### src/rtl/playfifo_pkg.sv
package playfifo_pkg;
  // bytes per stereo 16-bit sample
  localparam int unsigned SAMPLE_BYTES = 4;
  localparam int unsigned LANE_W       = $clog2(SAMPLE_BYTES);
  localparam logic [31:0] MIDSCALE     = 32'h0000_0000;

  // lane 0 = left low, 1 = left high, 2 = right low, 3 = right high
  function automatic logic [31:0] pack_sample(input logic [7:0] b0, input logic [7:0] b1,
                                              input logic [7:0] b2, input logic [7:0] b3);
    return {b1, b0, b3, b2};
  endfunction

  function automatic logic lane_is_left(input logic [LANE_W-1:0] lane);
    return ~lane[1];
  endfunction

  function automatic logic lane_is_upper(input logic [LANE_W-1:0] lane);
    return lane[0];
  endfunction
endpackage

### src/rtl/pb_byte_store.sv
module pb_byte_store
  import playfifo_pkg::*;
#(
  parameter int unsigned DEPTH = 64,
  localparam int unsigned AW = $clog2(DEPTH),
  localparam int unsigned CW = $clog2(DEPTH + 1)
) (
  input  logic              clk,
  input  logic              rst_n,
  input  logic              wr_valid,
  input  logic [7:0]        wr_data,
  input  logic              pop_req,
  output logic              wr_ready,
  output logic              push,
  output logic              pop,
  output logic              avail,
  output logic [31:0]       head_sample,
  output logic [LANE_W-1:0] lane_q,
  output logic [LANE_W-1:0] lane_next,
  output logic [CW-1:0]     count_next
);
  logic [7:0]    mem [DEPTH];
  logic [AW-1:0] wr_ptr, rd_ptr, wr_ptr_nx, rd_ptr_nx;
  logic [CW-1:0] count;
  logic [7:0]    head [SAMPLE_BYTES];

  assign wr_ready = (count < CW'(DEPTH));
  assign avail    = (count >= CW'(SAMPLE_BYTES));
  assign push     = wr_valid && wr_ready;
  assign pop      = pop_req && avail;

  assign wr_ptr_nx = (wr_ptr == AW'(DEPTH - 1)) ? '0 : wr_ptr + AW'(1);
  assign rd_ptr_nx = (rd_ptr == AW'(DEPTH - SAMPLE_BYTES)) ? '0 : rd_ptr + AW'(SAMPLE_BYTES);

  always_comb begin
    count_next = count;
    if (push) count_next = count_next + CW'(1);
    if (pop)  count_next = count_next - CW'(SAMPLE_BYTES);
  end

  assign lane_q    = wr_ptr[LANE_W-1:0];
  assign lane_next = push ? wr_ptr_nx[LANE_W-1:0] : wr_ptr[LANE_W-1:0];

  for (genvar l = 0; l < SAMPLE_BYTES; l++) begin : g_head
    assign head[l] = mem[rd_ptr + AW'(l)];
  end
  assign head_sample = pack_sample(head[0], head[1], head[2], head[3]);

  always_ff @(posedge clk) begin
    if (push) mem[wr_ptr] <= wr_data;
  end

  always_ff @(posedge clk) begin
    if (!rst_n) begin
      wr_ptr <= '0;
      rd_ptr <= '0;
      count  <= '0;
    end else begin
      if (push) wr_ptr <= wr_ptr_nx;
      if (pop)  rd_ptr <= rd_ptr_nx;
      count <= count_next;
    end
  end
endmodule

### src/rtl/pb_status.sv
module pb_status
  import playfifo_pkg::*;
#(
  parameter int unsigned DEPTH = 64,
  localparam int unsigned CW = $clog2(DEPTH + 1),
  localparam int unsigned HALF = DEPTH / 2
) (
  input  logic              clk,
  input  logic              rst_n,
  input  logic [CW-1:0]     count_next,
  input  logic [LANE_W-1:0] lane_next,
  output logic [7:0]        status
);
  logic [CW-1:0] free_next;
  logic [7:0]    status_d;

  assign free_next = CW'(DEPTH) - count_next;
  assign status_d  = {free_next >= CW'(HALF),
                      free_next >= CW'(SAMPLE_BYTES),
                      lane_is_left(lane_next),
                      lane_is_upper(lane_next),
                      4'b0000};

  always_ff @(posedge clk) begin
    if (!rst_n) status <= 8'h00;
    else        status <= status_d;
  end
endmodule

### src/rtl/pb_starve_ctl.sv
module pb_starve_ctl
  import playfifo_pkg::*;
(
  input  logic        clk,
  input  logic        rst_n,
  input  logic        tick,
  input  logic        avail,
  input  logic        sample_done,
  input  logic        repeat_mode,
  input  logic [31:0] head_sample,
  output logic [31:0] dac_sample,
  output logic        underrun
);
  logic grace_q;
  logic starved;

  assign starved = tick && !avail;

  always_ff @(posedge clk) begin
    if (!rst_n) begin
      dac_sample <= '0;
    end else if (tick) begin
      if (avail)             dac_sample <= head_sample;
      else if (!repeat_mode) dac_sample <= MIDSCALE;
    end
  end

  always_ff @(posedge clk) begin
    if (!rst_n) begin
      grace_q  <= 1'b0;
      underrun <= 1'b0;
    end else if (sample_done) begin
      grace_q  <= 1'b0;
      underrun <= 1'b0;
    end else if (tick) begin
      grace_q <= starved;
      if (starved && grace_q) underrun <= 1'b1;
    end
  end
endmodule

### src/rtl/pio_playback_port.sv
module pio_playback_port
  import playfifo_pkg::*;
#(
  parameter int unsigned DEPTH = 64,
  localparam int unsigned CW = $clog2(DEPTH + 1)
) (
  input  logic        clk,
  input  logic        rst_n,
  input  logic        wr_valid,
  input  logic [7:0]  wr_data,
  output logic        wr_ready,
  input  logic        tick,
  input  logic        repeat_mode,
  output logic [31:0] dac_sample,
  output logic [7:0]  pio_status,
  output logic        underrun
);
  logic              push, pop, avail;
  logic [31:0]       head_sample;
  logic [LANE_W-1:0] lane_q, lane_next;
  logic [CW-1:0]     count_next;
  logic              sample_done;

  assign sample_done = push && (lane_q == LANE_W'(SAMPLE_BYTES - 1));

  pb_byte_store #(.DEPTH(DEPTH)) u_store (
    .clk(clk), .rst_n(rst_n), .wr_valid(wr_valid), .wr_data(wr_data),
    .pop_req(tick), .wr_ready(wr_ready), .push(push), .pop(pop),
    .avail(avail), .head_sample(head_sample), .lane_q(lane_q),
    .lane_next(lane_next), .count_next(count_next)
  );

  pb_status #(.DEPTH(DEPTH)) u_status (
    .clk(clk), .rst_n(rst_n), .count_next(count_next),
    .lane_next(lane_next), .status(pio_status)
  );

  pb_starve_ctl u_starve (
    .clk(clk), .rst_n(rst_n), .tick(tick), .avail(avail),
    .sample_done(sample_done), .repeat_mode(repeat_mode),
    .head_sample(head_sample), .dac_sample(dac_sample), .underrun(underrun)
  );
endmodule

### config.mk
export PLATFORM = sky130hd
export DESIGN_NAME = pio_playback_port
export DESIGN_NICKNAME = d
export VERILOG_FILES = /design/src/rtl/playfifo_pkg.sv /design/src/rtl/pb_byte_store.sv /design/src/rtl/pb_status.sv /design/src/rtl/pb_starve_ctl.sv /design/src/rtl/pio_playback_port.sv
export SDC_FILE = /design/constraint.sdc
export NUM_CORES = 1
export LEC_CHECK = 0
export BUFFER_PORTS_ARGS = -buffer_cell sky130_fd_sc_hd__buf_2
export CAP_MARGIN = 10
export CELL_PAD_IN_SITES_DETAIL_PLACEMENT = 0
export CELL_PAD_IN_SITES_GLOBAL_PLACEMENT = 1
export CORE_UTILIZATION = 30
export CTS_CLUSTER_DIAMETER = 80
export CTS_CLUSTER_SIZE = 25
export DETAILED_ROUTE_END_ITERATION = 7
export PLACE_DENSITY = 0.58
export SYNTH_ARGS = -nofsm -noshare
export SYNTH_HDL_FRONTEND = slang
export SYNTH_HIERARCHICAL = 1
export SYNTH_SLANG_ARGS = --single-unit
### constraint.sdc
create_clock -name clk -period 4.1 [get_ports clk]
set_input_delay 0.205 -clock clk [delete_from_list [all_inputs] [get_ports clk]]
set_output_delay 0.205 -clock clk [all_outputs]
set_load 0.05 [all_outputs]
==> results of run 1 <==
==> area by class of cell <==
class | instances | share of cell area, %
multi-input cells | 1307 | 44.50
clock buffers | 41 | 2.429
well taps | 1512 | 4.832
repair buffers | 234 | 4.883
clock inverters | 22 | 0.7255
inverters | 10 | 0.09588
flip-flops and latches | 575 | 42.54
==> kinds of logic after synthesis <==
| group | count (synthesis) | synth area share, % |
|---|---|---|
| buf+inv | 206 | 2.964 |
| xor+xnor | 33 | 0.8278 |
| other cells | 1 | 0.01074 |
| mux | 652 | 39.36 |
| fa+ha+maj | 9 | 0.3225 |
| simple gates | 430 | 5.268 |
| compound gates | 179 | 3.595 |
| flops | 575 | 47.65 |
==> flip-flops by register name (all words and copies together) (netlist names), named ones only <==
register             flops
u_store/rd_ptr           6
u_status/status          4
u_starve/dac_sample     32
u_starve/underrun        1
u_store/wr_ptr           6
u_starve/grace_q         1
u_store/mem            512
u_store/count            7
==> how the worst max path moves through the flow <==
stage                           start                      end  slack, ns  cells past startpoint
floorplan           u_store/rd_ptr[0]  u_starve/dac_sample[31]       0.81                     17
global placement    u_store/rd_ptr[0]  u_starve/dac_sample[14]       0.43                     11
detailed placement  u_store/rd_ptr[0]  u_starve/dac_sample[14]       0.43                     11
CTS                 u_store/rd_ptr[0]  u_starve/dac_sample[14]       0.40                     11
global route        u_store/rd_ptr[0]  u_starve/dac_sample[14]       0.28                     11
finish              u_store/rd_ptr[0]  u_starve/dac_sample[14]       0.29                     11
==> where the power goes <==
group | switching [mW] | internal [mW]
Clock | 2.24 | 1.90
Sequential | 0.206 | 6.56
Combinational | 2.91 | 1.53
==> per-layer routing <==
layer  track usage (%)  vias up
met2             34.26     1528
met4             8.120        8
met5                 0        -
li1                  -     9052
met1             29.50    12570
met3             5.225      203
==> stage by stage <==
stage / setup WS, ns / power (mW) / instance area, sq um
after floorplan: 0.8051 / 9.367 / 34920
after global placement: 0.4262 / 11.26 / 37870
after detailed placement: 0.4261 / 11.29 / 37890
after CTS: 0.3968 / 15.40 / 39150
after global routing: 0.2809 / 15.77 / 39150
final: 0.2907 / 15.36 / 39150
==> worst max-delay path: stages (launching register included) <==
cell and delay [ns]:
dfxtp_4 0.49, inv_2 0.08, ha_4 0.34, inv_1 0.55, nor2_1 0.13, buf_4 0.23
a32oi_1 0.30, a311o_1 0.53, o31ai_1 0.28, a221oi_1 0.51, nand2_1 0.12, o22ai_1 0.16
==> placed cells by master (no fill, tap or decap), drive strengths merged, types with 25 or more instances in the layout <==
master | Yosys | routed
nand3 | 38 | 38
clkbuf | 78 | 41
nand2 | 232 | 232
mux4 | 575 | 575
a32oi | 25 | 25
mux2i | 62 | 62
dfxtp | 63 | 63
o22ai | 36 | 36
buf | 118 | 232
edfxtp | 512 | 512
nor2 | 87 | 87
==> results.md, run 1 <==
* Maximum net fanout on the critical path at 14
* Critical Path End Type: flip-flop
* Fraction of layout instances using a drive strength above 1 at 41.94%
* Number of clock buffers inserted by TritonCTS at 36
* Most used DFF post-synth: edfxtp_1
* TritonCTS clock tree: yes
* Min Clock Period, post-route at 3.809 ns
* Routed length on met3 at 13880 um
* Library cell with the largest summed area after synthesis: edfxtp_1
* Max clock buf depth at 3
* Proportion of synthesized chip area in sequential cells at 47.65%
* Outcome: complete, no violations
* Area occupied by registers at 0.01665 sq mm
* Clock latency on the worst-skew pair at 0.62 ns
* Row count at 124
* Router iterations before antenna repair at 5
* Port Buf Inserts at 50
* Hold Path Class: in -> reg
* Pwr dens at 392.3 mW/mm^2
* Leading post-synthesis cells by instance count: mux4_2 (574), edfxtp_1 (512), nand2_1 (232)
* Final total negative setup slack at 0 ns
* Final antenna-violating net count at 0
* Area of the die at 0.1177 sq mm
* Worst Hold Path Cells at 2
* Mapped Cells at 2085
* Arrival @ worst endpoint at 4.36 ns
* Number of top-level pins at 55
* Initial DRC Count at 3194
* Async set-reset flop share out of synthesis at 0%
* Top cells by area in the synthesized netlist: edfxtp_1 (44%), mux4_2 (37%), dfxtp_1 (3.6%), nand2_1 (2.5%), mux2i_1 (1.8%)
* Sink count of the clock tree at 575
* Final slew viol count at 0
* Number of antenna violations at the first check in global routing at 7
* Part of the cycle the worst path needs at 92.91%
* Average wire per standard cell at 35.09 um
* Syn avg cell area at 16.75 sq um
* Launch instance of the worst register-to-register path: u_store/rd_ptr[0]
* HPWL Detailed at 89550 um
* Leakage Power at 11.59 nW
* Gr usage total at 21.88%
* Final wirelength at 129900 um
* Hold bufs inserted after CTS at 2
* Worst Reg-to-Reg Cells at 11
* Highest metal layer with signal wires: met5
* Die height at 343.1 um
* Worst hold-check slack at 0.04162 ns
* Final core utilization at 34.10%
* Worst supply voltage drop on vdd at 0.2677 mV
* Clk root buf: clkbuf_16
* Last weighted congestion value of the routability-driven placer at 0.9193
* Synth cell types at 62
* Crit start category: flip-flop
* Start-to-end type of the worst setup path: reg -> reg
* Via count of the first global-routing pass at 22450
* # Post-CTS Setup Buffers at 0
* Global-route wire length before repair at 180400 um
* Area used by multi-input combinational logic at 0.01742 sq mm
* Grt ovf at 0
* Worst Max-Slew Pin Slew at 1.203 ns
* Post-cts repair resize count at 0
* Number of maximum-capacitance constraint violations at 0
* Met1 WL at 50280 um
* Pin count of the biggest net entering global routing at 101
* DRC viols at 0
* Worst slew slack as a fraction of its limit at 19.52%
* N_diodes at 0
* Post-Synthesis Cell Area at 0.03491 sq mm
* Level count of the clock H-tree at 2
* RSZ-0062 raised after global routing: false
* EDFF count, synth at 512
* Seq cells post-synth at 575
* HP Start: rst_n
* Routed met2 length at 60250 um
* Internal reg-to-reg setup slack at 0.29 ns
* Number of nets in the finished design at 2186
* Required time of the critical path at 4.65 ns
* Capture instance of the worst register-to-register path: u_starve/dac_sample[14]
* Cell Count Post-Placement at 3636
* Yosys top cell area share at 44.04%
* Most numerous cell in the Yosys netlist: mux4_2
* Filler Cells Inserted at 10920
* Area growth from synthesis to layout at 12.13%
* Starting utilization of the core area at 30.41%
* Final setup violation count at 0
* Clock skew at 0.03883 ns
* Area of the core region at 0.1148 sq mm
* Capture endpoint of the worst hold path: u_status/status[6]
* Synth warnings at 6
* Die boundary width at 343.1 um
* CTS clock-pin slew for the worst setup and hold paths at 0.10 ns
* Number of standard cells in the layout, taps in and fillers out at 3701
* Final hold violations at 0
* Ratio of routed vias to standard cells at 6.313
* Fmax at 262.5 MHz
* Routed via count at 23360
Note: power is estimated with default switching activity, not from simulation.
==> inputs of run 2 (changes only) <==
==> constraint.sdc (replaced) <==
create_clock -name clk -period 4.1 [get_ports clk]
set_input_delay 0.41 -clock clk [delete_from_list [all_inputs] [get_ports clk]]
set_output_delay 0.41 -clock clk [all_outputs]
set_load 0.05 [all_outputs]
==> run 2 against run 1 <==
Sequential power hardly changed; non-clock buffer count decreased by 7; design area decreased by 0.16%; critical path depth grew 1; count of clock-buffer cells in the layout grew 3; highest routed layer unchanged.
==> results.md, run 2 (synthesized netlist as in run 1, its figures left out) <==
* Outcome: complete, no violations (unchanged)
* Worst slew slack as a fraction of its limit at 9.006% (was 19.52%)
* Clk root buf: clkbuf_16 (unchanged)
* Worst Reg-to-Reg Cells at 12 (was 11)
* Required time of the critical path at 4.57 ns (was 4.65 ns)
* Final slew viol count at 0 (unchanged)
* Leakage Power at 11.54 nW (was 11.59 nW)
* HPWL Detailed at 90670 um (was 89550 um)
* Filler Cells Inserted at 10870 (was 10920)
* Largest register FFs at 512 (unchanged)
* Leading cell type in the layout, fill and taps excluded: mux4_2 (unchanged)
* Row count at 124 (unchanged)
* Setup slack after layout at 0.4186 ns (was 0.2907 ns)
* Fmax at 271.6 MHz (was 262.5 MHz)
* Hold bufs inserted after CTS at 0 (was 2)
* Die boundary width at 343.1 um (unchanged)
* Initial DRC Count at 3077 (was 3194)
* Worst Hold Path Cells at 3 (was 2)
* Clock skew at 0.03881 ns (was 0.03883 ns)
* Last weighted congestion value of the routability-driven placer at 0.9205 (was 0.9193)
* Global-route met3 utilization at 4.881% (was 5.225%)
* Number of standard cells in the layout, taps in and fillers out at 3697 (was 3701)
* Cell Count Post-Placement at 3631 (was 3636)
* Start-to-end type of the worst setup path: reg -> reg (unchanged)
* Worst hold-check slack at 0.1337 ns (was 0.04162 ns)
* Number of nets in the finished design at 2179 (was 2186)
* GRT Max-Usage Layer: met2 (unchanged)
* Top library cells by usage in the layout, fill and taps aside: mux4_2 (574), edfxtp_1 (512), nand2_1 (232) (unchanged)
* Average wire per standard cell at 35.43 um (was 35.09 um)
* Area after detailed placement at 0.03785 sq mm (was 0.03789 sq mm)
* Min Clock Period, post-route at 3.681 ns (was 3.809 ns)
* RSZ-0062 raised after global routing: false (unchanged)
* Final wirelength at 131000 um (was 129900 um)
* Number of top-level pins at 55 (unchanged)
* Crit start category: flip-flop (unchanged)
* Area growth from synthesis to layout at 11.95% (was 12.13%)
* Register name with the most flops: u_store/mem (unchanged)
* Final antenna-violating net count at 0 (unchanged)
* # Post-CTS Setup Buffers at 0 (unchanged)
* Final core utilization at 34.04% (was 34.10%)
* TritonCTS clock tree: yes (unchanged)
* CTS clock-pin slew for the worst setup and hold paths at 0.10 ns (about the same)
* Met1 layer usage reported by global route at 30.17% (was 29.50%)
* Area of the die at 0.1177 sq mm (unchanged)
* Final setup violation count at 0 (unchanged)
* DRC viols at 0 (unchanged)
* Post-Place Worst Slack at 0.5213 ns (was 0.4261 ns)
* Number of clock buffers inserted by TritonCTS at 36 (unchanged)
* Gr usage total at 21.99% (was 21.88%)
* Port Buf Inserts at 50 (unchanged)
* Cell internal pwr at 9.968 mW (was 9.994 mW)
* Area of the core region at 0.1148 sq mm (unchanged)
* Via count of the first global-routing pass at 22310 (was 22450)
* Die height at 343.1 um (unchanged)
* Overall power at 15.34 mW (was 15.36 mW)
* Psw at 5.376 mW (was 5.363 mW)
* Critical Path End Type: flip-flop (unchanged)
* Starting utilization of the core area at 30.41% (unchanged)
* Final hold violations at 0 (unchanged)
* Number of antenna violations at the first check in global routing at 9 (was 7)
* Level count of the clock H-tree at 2 (unchanged)
* Routed via count at 23430 (was 23360)
* Sink count of the clock tree at 575 (unchanged)
* Max clock buf depth at 3 (unchanged)
* Router iterations before antenna repair at 7 (was 5)
* Switching portion of total power at 35.04% (was 34.92%)
* Total non-filler cell area in the finished layout at 0.03909 sq mm (was 0.03915 sq mm)
* Top Registers: u_store/mem (512), u_starve/dac_sample (32), u_store/count (7) (unchanged)
* Final total negative setup slack at 0 ns (unchanged)
* Power share of the clock group at 27.0% (about the same)
* Global-route wire length before repair at 181200 um (was 180400 um)
* Arrival @ worst endpoint at 4.15 ns (was 4.36 ns)
* Pwr dens at 392.6 mW/mm^2 (was 392.3 mW/mm^2)
* Part of the cycle the worst path needs at 89.79% (was 92.91%)
* Maximum net fanout on the critical path at 20 (was 14)
* Fraction of layout instances using a drive strength above 1 at 41.69% (was 41.94%)
* N_diodes at 0 (unchanged)
* Clock latency on the worst-skew pair at 0.63 ns (was 0.62 ns)
* Relative contribution of sequential cells to total power at 44.3% (was 44.1%)
* Hold Path Class: in -> reg (unchanged)
* Number of maximum-capacitance constraint violations at 0 (unchanged)
* Met2 usage in global routing at 33.88% (was 34.26%)
* Post-cts repair resize count at 0 (unchanged)
* Worst Max-Slew Pin Slew at 1.360 ns (was 1.203 ns)
* Combinational cell fraction of total power at 28.8% (was 28.9%)
* Area used by multi-input combinational logic at 0.01742 sq mm (about the same)
* Worst supply voltage drop on vdd at 0.2453 mV (was 0.2677 mV)
* Ratio of routed vias to standard cells at 6.336 (was 6.313)
* Grt ovf at 0 (unchanged)
* Area occupied by registers at 0.01665 sq mm (unchanged)
* Pin count of the biggest net entering global routing at 97 (was 101)
run 2: cell types whose count changed in the layout (fill, tap and decap cells not counted), moves of 2 or more:
cell,previous run,this run
dlygate4sd3_1,2,0
clkinv_4,3,1
clkinv_8,2,5
buf_4,160,155
clkinv_1,1,4
clkbuf_1,3,5
run 2: worst max-delay path, cell delays in order (launching register included):
cell and delay, ns:
dfxtp_4 0.55, inv_2 0.09, ha_4 0.35, buf_4 0.34, mux4_2 0.36, mux2i_1 0.24, nor3_1 0.07, a311oi_1 0.75
buf_4 0.30, nand3_1 0.12, and3_1 0.19, nand2_1 0.06, o22ai_1 0.07
run 2: worst paths after layout:
path / from / endpoint / slack, ns
setup reg to reg: u_store/rd_ptr[0] / u_starve/dac_sample[12] / 0.42
hold reg to reg: u_starve/dac_sample[16] / u_starve/dac_sample[16] / 0.47
setup / recovery: u_store/rd_ptr[0] / u_starve/dac_sample[12] / 0.42
hold / removal: tick / u_starve/grace_q / 0.13
run 2: layout make-up:
class / instances / area share [%]
sequential: 575 / 42.61
clock inverter: 22 / 0.6402
inverter: 10 / 0.09604
timing repair buffer: 227 / 4.744
tap: 1512 / 4.840
multi-input combinational: 1307 / 44.56
clock buffer: 44 / 2.516
run 2: power groups by stage:
stage                     combinational, mW  clock (mW)  sequential (mW)
after floorplan                        2.19           0             7.18
after CTS                              4.37        4.22             6.79
final                                  4.41        4.14             6.79
after global routing                   4.53        4.38             6.81
after global placement                 4.34           0             6.91
after detailed placement               4.35           0             6.92
run 2: per-layer routing:
metal  share of wire [%]  vias up
met5               0.056        -
met4                 4.6       10
met3                  10      247
met2                  46     1599
met1                  39    12520
li1                    -     9052
==> inputs of run 3 (changes only) <==
--- a/config.mk
+++ b/config.mk
@@ -14,6 +14,7 @@
 export CTS_CLUSTER_SIZE = 25
 export DETAILED_ROUTE_END_ITERATION = 7
 export PLACE_DENSITY = 0.58
+export REMOVE_ABC_BUFFERS = 1
 export SYNTH_ARGS = -nofsm -noshare
 export SYNTH_HDL_FRONTEND = slang
 export SYNTH_HIERARCHICAL = 1
==> run 3 against run 2 <==
Total power is 3.0% higher; first-iteration DRC count is 7.9% lower; non-clock buffer count down 8; count of clock-buffer cells in the layout is 1 higher; fmax decreased by 2.2%; sequential share of layout area down 0.22 points; critical endpoint is now u_starve/dac_sample[26]; combinational power decreased by 1%; clock power increased by 11%; largest power group unchanged.
==> results.md, run 3 (synthesized netlist as in run 1, its figures left out) <==
* Final hold violations at 0 (unchanged)
* Cell internal pwr at 10.24 mW (was 9.968 mW)
* Number of top-level pins at 55 (unchanged)
* Clock latency on the worst-skew pair at 0.62 ns (was 0.63 ns)
* Maximum net fanout on the critical path at 7 (was 20)
* Hold bufs inserted after CTS at 0 (unchanged)
* Min Clock Period, post-route at 3.762 ns (was 3.681 ns)
* Final slew viol count at 0 (unchanged)
* Die boundary width at 343.1 um (unchanged)
* Sink count of the clock tree at 575 (unchanged)
* Start-to-end type of the worst setup path: reg -> reg (unchanged)
* Last weighted congestion value of the routability-driven placer at 0.8969 (was 0.9205)
* Area used by multi-input combinational logic at 0.01746 sq mm (was 0.01742 sq mm)
* Grt ovf at 0 (unchanged)
* Number of maximum-capacitance constraint violations at 0 (unchanged)
* Combinational cell fraction of total power at 27.6% (was 28.8%)
* Arrival @ worst endpoint at 4.25 ns (was 4.15 ns)
* HPWL Detailed at 89640 um (was 90670 um)
* Starting utilization of the core area at 30.41% (unchanged)
* Via count of the first global-routing pass at 23260 (was 22310)
* Top Registers: u_store/mem (512), u_starve/dac_sample (32), u_store/count (7) (unchanged)
* Hold Path Class: in -> reg (unchanged)
* Largest register FFs at 512 (unchanged)
* Fmax at 265.8 MHz (was 271.6 MHz)
* Power share of the clock group at 29.0% (was 27.0%)
* Global-route wire length before repair at 186500 um (was 181200 um)
* Routed via count at 23550 (was 23430)
* Filler Cells Inserted at 10880 (was 10870)
* Switching portion of total power at 35.20% (was 35.04%)
* CP cell instances: ha_1 > nand2_1 > xnor2_2 > buf_4 > nand3_1 > a32oi_1 > a21oi_1 > nand2_1 > o22ai_1 (was inv_2 > ha_4 > buf_4 > mux4_2 > mux2i_1 > nor3_1 > a311oi_1 > buf_4 > nand3_1 > and3_1 > nand2_1 > o22ai_1)
* Final antenna-violating net count at 0 (unchanged)
* Psw at 5.561 mW (was 5.376 mW)
* DRC viols at 0 (unchanged)
* Cell Count Post-Placement at 3621 (was 3631)
* # Post-CTS Setup Buffers at 0 (unchanged)
* Area occupied by registers at 0.01665 sq mm (about the same)
* Area of the die at 0.1177 sq mm (unchanged)
* Total non-filler cell area in the finished layout at 0.03929 sq mm (was 0.03909 sq mm)
* Number of clock buffers inserted by TritonCTS at 40 (was 36)
* Relative contribution of sequential cells to total power at 43.3% (was 44.3%)
* Worst Max-Slew Pin Slew at 1.287 ns (was 1.360 ns)
* Part of the cycle the worst path needs at 91.77% (was 89.79%)
* Final wirelength at 132700 um (was 131000 um)
* Most used cell along the critical path: nand2_1 (was buf_4)
* Pwr dens at 402.1 mW/mm^2 (was 392.6 mW/mm^2)
* Row count at 124 (unchanged)
* Area growth from synthesis to layout at 12.54% (was 11.95%)
* Critical Path End Type: flip-flop (unchanged)
* Fraction of layout instances using a drive strength above 1 at 42.19% (was 41.69%)
* Number of standard cells in the layout, taps in and fillers out at 3700 (was 3697)
* Slowest CP cell: xnor2_2 (was a311oi_1)
* Clock skew at 0.03512 ns (was 0.03881 ns)
* Outcome: complete, no violations (unchanged)
* Pin count of the biggest net entering global routing at 102 (was 97)
* TritonCTS clock tree: yes (unchanged)
* Number of nets in the finished design at 2175 (was 2179)
* Overall power at 15.80 mW (was 15.34 mW)
* Area of the core region at 0.1148 sq mm (unchanged)
* RSZ-0062 raised after global routing: false (unchanged)
* Area after detailed placement at 0.03781 sq mm (was 0.03785 sq mm)
* Largest stage delay on the critical path at 0.87 ns (was 0.75 ns)
* Level count of the clock H-tree at 2 (unchanged)
* Leakage Power at 11.61 nW (was 11.54 nW)
* Port Buf Inserts at 50 (unchanged)
* Crit start category: flip-flop (unchanged)
* Required time of the critical path at 4.58 ns (was 4.57 ns)
* Leading cell type in the layout, fill and taps excluded: mux4_2 (unchanged)
* Worst supply voltage drop on vdd at 0.3747 mV (was 0.2453 mV)
* CTS clock-pin slew for the worst setup and hold paths at 0.09 ns (was 0.10 ns)
* Worst slew slack as a fraction of its limit at 14.10% (was 9.006%)
* Post-cts repair resize count at 0 (unchanged)
* Register name with the most flops: u_store/mem (unchanged)
* Router iterations before antenna repair at 5 (was 7)
* Average wire per standard cell at 35.88 um (was 35.43 um)
* Die height at 343.1 um (unchanged)
* Top library cells by usage in the layout, fill and taps aside: mux4_2 (574), edfxtp_1 (512), nand2_1 (232) (unchanged)
* Ratio of routed vias to standard cells at 6.364 (was 6.336)
* Clk root buf: clkbuf_16 (unchanged)
* Gr usage total at 22.46% (was 21.99%)
* Final setup violation count at 0 (unchanged)
* Worst hold-check slack at 0.1597 ns (was 0.1337 ns)
* Max clock buf depth at 3 (unchanged)
* Number of antenna violations at the first check in global routing at 9 (unchanged)
* Final core utilization at 34.22% (was 34.04%)
* Initial DRC Count at 2835 (was 3077)
run 3: cell types whose count changed in the layout (fill, tap and decap cells not counted), sizes merged:
cell / previous run / this run
buf: 227 / 219
clkinv: 12 / 6
inv: 18 / 28
clkbuf: 44 / 45
bufinv: 1 / 2
diode: 0 / 5
run 3: path summary, 6_finish.rpt:
kind	start	endpoint	slack, ns	cells past startpoint
max	u_store/rd_ptr[2]	u_starve/dac_sample[26]	0.34	9
min	tick	u_starve/grace_q	0.16	3
max reg2reg	u_store/rd_ptr[2]	u_starve/dac_sample[26]	0.34	9
min reg2reg	u_starve/dac_sample[21]	u_starve/dac_sample[21]	0.47	2
run 3: routing by layer:
| metal | up-vias | wire (um) | part of all wire (%) | GRT usage, % |
|---|---|---|---|---|
| li1 | 9054 | - | - | - |
| met1 | 12640 | 52500 | 40 | 30.60 |
| met2 | 1573 | 61070 | 46 | 34.77 |
| met3 | 265 | 13970 | 11 | 5.580 |
| met4 | 14 | 5119 | 3.9 | 8.028 |
| met5 | - | 92 | 0.069 | 0 |
run 3: cell type report:
class / instances / share of cell area, %
multi-input cells: 1307 / 44.43
clock inverters: 27 / 0.9617
clock buffers: 45 / 2.675
diodes: 5 / 0.03185
inverters: 10 / 0.09554
repair buffers: 219 / 4.605
flip-flops and latches: 575 / 42.39
well taps: 1512 / 4.815
run 3: power by group through the flow:
stage / sequential, mW / clock [mW] / combinational [mW]
floorplan: 7.27 / 0 / 2.16
global placement: 6.97 / 0 / 4.28
detailed placement: 6.98 / 0 / 4.29
CTS: 6.84 / 4.68 / 4.30
global route: 6.88 / 4.85 / 4.48
finish: 6.85 / 4.59 / 4.36
run 3: metrics by stage:
| stage | setup TNS (ns) | setup slack (ns) |
|---|---|---|
| floorplan | -508.72 | -18.92 |
| global placement | 0 | 0.3938 |
| detailed placement | 0 | 0.4230 |
| CTS | 0 | 0.3988 |
| global route | 0 | 0.2051 |
| finish | 0 | 0.3375 |
run 3: critical path: cells and delay by family (launching register included):
kind            cells  cell delay [ns]
fa+ha+maj           1             0.43
flops               1             0.42
compound gates      3             0.71
simple gates        3             0.82
xor+xnor            1             0.87
buf+inv             1             0.37
